## config.mk

```make
export PLATFORM = sky130hd
export DESIGN_NAME = rate_tick_gen
export DESIGN_NICKNAME = d
export VERILOG_FILES = /design/src/rtl/rate_pkg.sv /design/src/rtl/key_sync.sv /design/src/rtl/key_debounce.sv /design/src/rtl/speed_step.sv /design/src/rtl/pace_counter.sv /design/src/rtl/rate_tick_gen.sv
export SDC_FILE = /design/constraint.sdc
export NUM_CORES = 1
export LEC_CHECK = 0
export BUFFER_PORTS_ARGS = -buffer_cell sky130_fd_sc_hd__buf_2
export CAP_MARGIN = 15
export CORE_AREA = 10 10 47 49
export DETAILED_ROUTE_END_ITERATION = 10
export DIE_AREA = 0 0 57 59
export GPL_ROUTABILITY_DRIVEN = 0
export REMOVE_ABC_BUFFERS = 1
export SYNTH_ARGS = -nofsm -noshare
export SYNTH_HDL_FRONTEND = slang
export SYNTH_SLANG_ARGS = --single-unit
```

## constraint.sdc

```tcl
create_clock -name clk -period 2 [get_ports clk]
set_input_delay 0.5 -clock clk [delete_from_list [all_inputs] [get_ports clk]]
set_output_delay 0.5 -clock clk [all_outputs]
set_load 0.03 [all_outputs]
```

## src/rtl/rate_pkg.sv

```systemverilog
package rate_pkg;
  // terminal count for speed level lvl: period halves per level
  function automatic int unsigned level_divider(input int unsigned period,
                                                input logic [1:0] lvl);
    return (period >> lvl) - 1;
  endfunction
endpackage

```

## src/rtl/key_sync.sv

```systemverilog
module key_sync (
  input  logic clk,
  input  logic rst_n,
  input  logic raw_n,
  output logic synced_n
);
  logic meta_q, sync_q;

  always_ff @(posedge clk or negedge rst_n) begin
    if (!rst_n) begin
      meta_q <= 1'b1;
      sync_q <= 1'b1;
    end else begin
      meta_q <= raw_n;
      sync_q <= meta_q;
    end
  end

  assign synced_n = sync_q;
endmodule

```

## src/rtl/key_debounce.sv

```systemverilog
module key_debounce #(
  parameter int unsigned DEBOUNCE = 4
) (
  input  logic clk,
  input  logic rst_n,
  input  logic synced_n,
  output logic level_n,
  output logic press
);
  localparam int unsigned CW = $clog2(DEBOUNCE + 1);
  localparam logic [CW-1:0] LAST = CW'(DEBOUNCE - 1);

  logic [CW-1:0] run_q;
  logic          level_q;
  logic          differ, accept;

  assign differ = (synced_n != level_q);
  assign accept = differ && (run_q == LAST);

  always_ff @(posedge clk or negedge rst_n) begin
    if (!rst_n) begin
      run_q   <= '0;
      level_q <= 1'b1;
    end else if (!differ) begin
      run_q <= '0;
    end else if (accept) begin
      run_q   <= '0;
      level_q <= synced_n;
    end else begin
      run_q <= run_q + 1'b1;
    end
  end

  assign level_n = level_q;
  // accepted falling edge of the active-low key
  assign press   = accept && level_q;


  debounce_hold_chk: assert property (@(posedge clk) disable iff (!rst_n)
    (run_q != LAST) |=> $stable(level_q));

  press_from_high_chk: assert property (@(posedge clk) disable iff (!rst_n)
    press |=> !level_q);
endmodule

```

## src/rtl/speed_step.sv

```systemverilog
module speed_step (
  input  logic       clk,
  input  logic       rst_n,
  input  logic       press,
  output logic [1:0] level,
  output logic       changing
);
  logic [1:0] level_q;

  always_ff @(posedge clk or negedge rst_n) begin
    if (!rst_n)      level_q <= 2'd0;
    else if (press)  level_q <= level_q + 2'd1;
  end

  assign level    = level_q;
  assign changing = press;


  step_wrap_chk: assert property (@(posedge clk) disable iff (!rst_n)
    press |=> (level_q == 2'($past(level_q) + 2'd1)));

  no_step_chk: assert property (@(posedge clk) disable iff (!rst_n)
    !press |=> $stable(level_q));
endmodule

```

## src/rtl/pace_counter.sv

```systemverilog
module pace_counter #(
  parameter int unsigned BASE_PERIOD = 16
) (
  input  logic       clk,
  input  logic       rst_n,
  input  logic [1:0] level,
  input  logic       clear,
  output logic       tick
);
  import rate_pkg::*;
  localparam int unsigned CW = $clog2(BASE_PERIOD);

  logic [CW-1:0] cnt_q;
  logic [CW-1:0] term;
  logic          hit;

  assign term = CW'(level_divider(BASE_PERIOD, level));
  assign hit  = (cnt_q == term);

  always_ff @(posedge clk or negedge rst_n) begin
    if (!rst_n)             cnt_q <= '0;
    else if (clear || hit)  cnt_q <= '0;
    else                    cnt_q <= cnt_q + 1'b1;
  end

  assign tick = hit;


  cnt_in_range_chk: assert property (@(posedge clk) disable iff (!rst_n)
    cnt_q <= term);

  tick_restart_chk: assert property (@(posedge clk) disable iff (!rst_n)
    tick |=> (cnt_q == '0));

  cnt_step_chk: assert property (@(posedge clk) disable iff (!rst_n)
    (!tick && !clear) |=> (cnt_q == CW'($past(cnt_q) + 1'b1)));

  clear_zero_chk: assert property (@(posedge clk) disable iff (!rst_n)
    clear |=> (cnt_q == '0));
endmodule

```

## src/rtl/rate_tick_gen.sv

```systemverilog
module rate_tick_gen #(
  parameter int unsigned BASE_PERIOD = 16,
  parameter int unsigned DEBOUNCE    = 4
) (
  input  logic       clk,
  input  logic       rst_n,
  input  logic       key_n,
  output logic       tick,
  output logic [1:0] speed
);
  logic key_synced_n;
  logic key_level_n;
  logic key_press;
  logic level_changing;
  logic [1:0] level;

  key_sync u_sync (
    .clk      (clk),
    .rst_n    (rst_n),
    .raw_n    (key_n),
    .synced_n (key_synced_n)
  );

  key_debounce #(.DEBOUNCE(DEBOUNCE)) u_deb (
    .clk      (clk),
    .rst_n    (rst_n),
    .synced_n (key_synced_n),
    .level_n  (key_level_n),
    .press    (key_press)
  );

  speed_step u_speed (
    .clk      (clk),
    .rst_n    (rst_n),
    .press    (key_press),
    .level    (level),
    .changing (level_changing)
  );

  pace_counter #(.BASE_PERIOD(BASE_PERIOD)) u_cnt (
    .clk   (clk),
    .rst_n (rst_n),
    .level (level),
    .clear (level_changing),
    .tick  (tick)
  );

  assign speed = level;


  reset_state_chk: assert property (@(posedge clk)
    !rst_n |-> (speed == 2'd0 && !tick));

  release_no_step_chk: assert property (@(posedge clk) disable iff (!rst_n)
    (key_level_n && $past(key_level_n)) |-> $stable(speed));
endmodule

```

==> flow_summary_export.csv <==
group,metric,value,unit
yosys,synth_cells,48,
route,routed_wirelength,995,um
cells_and_area,fillerInstances,126,
placed_design,dpl_cell_area,664,um2
yosys,synth_flop_cell,"sky130_fd_sc_hd__dfrtp_1",
sta,endpoints_failing_hold,0,
route,vias_per_cell,5.00,
sta,setup_viol,1,
min_path,hold_class,"in2async",
pwr,vdd.ir_drop.worst,1.06,mV
yosys,most_area_hungry_cell_type_in_the_yosys_netlist,"sky130_fd_sc_hd__dfrtp_1",
critical_path,regToRegSetupSlack,0.37,ns
cts,cts_hold_buffers,0,
floorplanning,placeableCoreArea,0.00140,mm2
sta,timing.final.max_slew_violations,0,
route,routed_wire_length_per_instance,12.9,um
yosys,most_common_cell_in_the_synthesized_netlist,"sky130_fd_sc_hd__dfrtp_1",
run_status,failed_checks,"setup timing",
yosys,netlist-cell-type-count,22,
floorplanning,initial_core_utilization,42.9,%
sta,setup_slack,-0.132,ns
cts,cts_sinks,12,
cts,max-clock-path-buffers,2,
sta,timing.slew.headroom,82.2,%
global_routing,first_global_vias,439,
cts,root_buffer,"sky130_fd_sc_hd__clkbuf_4",
route,drt-initial-drc-count,5,
run_status,run_status,"complete, but fails checks",
critical_path,endpoint_kind,"primary output",
yosys,synth_top_cells_by_area,"sky130_fd_sc_hd__dfrtp_1 37%, sky130_fd_sc_hd__dfstp_2 13%, sky130_fd_sc_hd__ha_1 10%, sky130_fd_sc_hd__xnor2_1 4.4%, sky130_fd_sc_hd__mux2_2 3.7%",
sta,maxClockFrequency,469,MHz
route,routed-via-count,385,
sta,worst-slew-pin-transition,0.264,ns
critical_path,worstPathArrival,1.63,ns
critical_path,setup.worst_path.start_class,"flop",
cts,htree_num_levels,1,
placed_design,dpl.hpwl,742,um
cts,tritoncts.num_buffers,3,
floorplanning,placement_rows,14,
pwr,power.static_leakage,0.350,nW
yosys,syn_avg_cell_area,12.5,um2
global_routing,grt_remaining_overflow,0,
global_routing,global_route_wire_length_before_repair,1.80,mm
sta,setup_repair_after_global_routing_missed_its_margin,"yes",
yosys,synth_edf_count,0,
floorplanning,dieHeight,59,um
route,detail-route-antenna-nets,0,
route,drc,0,
cells_and_area,area.growth.synth_to_final,29.1,%
yosys,synth.top_cells.by_count,"9 x sky130_fd_sc_hd__dfrtp_1, 5 x sky130_fd_sc_hd__ha_1, 4 x sky130_fd_sc_hd__nand2_1",
sta,fin_hold_ws,0.0809,ns
yosys,asyncSetResetFlopFracSynth,100,%
critical_path,timing_worst_setup_path_type,"reg2out",
yosys,synth_seq_cells,12,
yosys,yosysSeqAreaShare,50.5,%
job,drv_cap,0,
yosys,yosysWarningCount,0,
floorplanning,floorplan.io_pins,6,
cells_and_area,final_nets,70,
cts,cts.clk_slew.worst_paths,0.08,ns
cts,cts_tree,"built",
placed_design,port_buffers,5,
pwr,pwr_cell_area,1700,mW/mm2
route,first_pass_iters,4,
floorplanning,floorplan.die_area,0.00336,mm2
cells_and_area,finalInstanceArea,777,um2
sta,final_period_minus_worst_setup_slack,2.13,ns
yosys,netlist_area,602,um2
sta,fin_skew,0.00596,ns
cells_and_area,share_of_cells_above_drive_strength_1,52.5,%
global_routing,track_usage,6.85,%
pwr,p_total,1.32,mW
critical_path,timing.critical_path.fanout_max,4,
yosys,synth.top_cell.area_share,37.4,%
sta,fin_crit_sh,107,%
floorplanning,die_width,57,um
global_routing,grt_antenna_before_repair,0,
critical_path,required,1.50,ns
cells_and_area,antenna_cells,0,
global_routing,grt_max_degree,13,
cts,insertion_delay,0.27,ns
cell families after synthesis:
| family | after synthesis | share of synthesized area, % |
|---|---|---|
| fa+ha+maj | 5 | 10.4 |
| buf+inv | 4 | 2.70 |
| compound gates | 3 | 5.41 |
| xor+xnor | 5 | 7.28 |
| mux | 3 | 6.24 |
| flops | 12 | 50.5 |
| simple gates | 16 | 17.5 |
path summary, 6_finish.rpt:
kind	startpoint	end	cells past startpoint
max reg2reg	u_speed.level[1]	u_cnt.cnt_q[2]	7
max in group asynchronous	rst_n	u_sync.meta_q	1
max	u_speed.level[1]	tick	6
min reg2reg	u_sync.meta_q	u_sync.synced_n	0
min	rst_n	u_cnt.cnt_q[1]	1
min in group clk	key_n	u_sync.meta_q	1
stage by stage:
step | instances | TNS (ns) | setup WS, ns | util, %
6_report | 77 | -0.132 | -0.132 | 55.4
2_1_floorplan | 47 | -0.0428 | -0.0428 | -
3_3_place_gp | 71 | 0 | 0.0230 | 47.4
3_5_place_dp | 71 | 0 | 0.0103 | 47.4
5_1_grt | 77 | -0.186 | -0.186 | 55.4
4_1_cts | 77 | -0.146 | -0.146 | 52.9
cell type report:
| class | count | area [um2] | area share (%) |
|---|---|---|---|
| Clock buffer | 4 | 36.3 | 4.67 |
| Multi-Input combinational cell | 32 | 335 | 43.2 |
| Tap cell | 16 | 20.0 | 2.58 |
| Timing Repair Buffer | 10 | 68.8 | 8.86 |
| Sequential cell | 12 | 305 | 39.3 |
| Inverter | 3 | 11.3 | 1.45 |
registers in the layout, indices dropped and copies added, names as in the netlist:
signal	flops
u_cnt.cnt_q	4
u_sync.synced_n	1
u_deb.level_n	1
u_deb.run_q	3
u_speed.level	2
u_sync.meta_q	1
cell usage in the layout, fill, tap and decap left out, drive strengths merged, types with 2 or more instances in the layout:
cell	Yosys	final
buf	1	10
clkbuf	0	4
dfrtp	9	9
dfstp	3	3
ha	5	5
inv	3	3
mux2	3	3
nand2	4	4
nor3	4	4
nor3b	3	3
xnor2	3	3
xor2	2	2
critical path, stage by stage, from the launching register on:
cell and delay [ns]:
sky130_fd_sc_hd__dfrtp_2 0.45, sky130_fd_sc_hd__inv_2 0.09, sky130_fd_sc_hd__ha_4 0.16, sky130_fd_sc_hd__xor2_4 0.18, sky130_fd_sc_hd__nor3_2 0.07, sky130_fd_sc_hd__mux2_4 0.28
sky130_fd_sc_hd__buf_6 0.14
routing by layer:
metal  wire (um)  GRT usage, %
met1         428          6.23
met2         501          12.4
met3          51          3.00
met4          14          4.03
met5           0             0
report_power, final:
part / total [mW] / internal, mW / switching (mW)
Sequential: 0.445 / 0.345 / 0.0999
Combinational: 0.679 / 0.353 / 0.326
Clock: 0.194 / 0.111 / 0.0831
what timing repair did:
item,4_1_cts,5_1_grt
setup buffers,2,0
gates resized for setup,7,6
hold endpoints to repair,0,0
pin swaps,2,1
setup endpoints to repair,1,1
No activity file was read; power rests on OpenSTA's default activity.
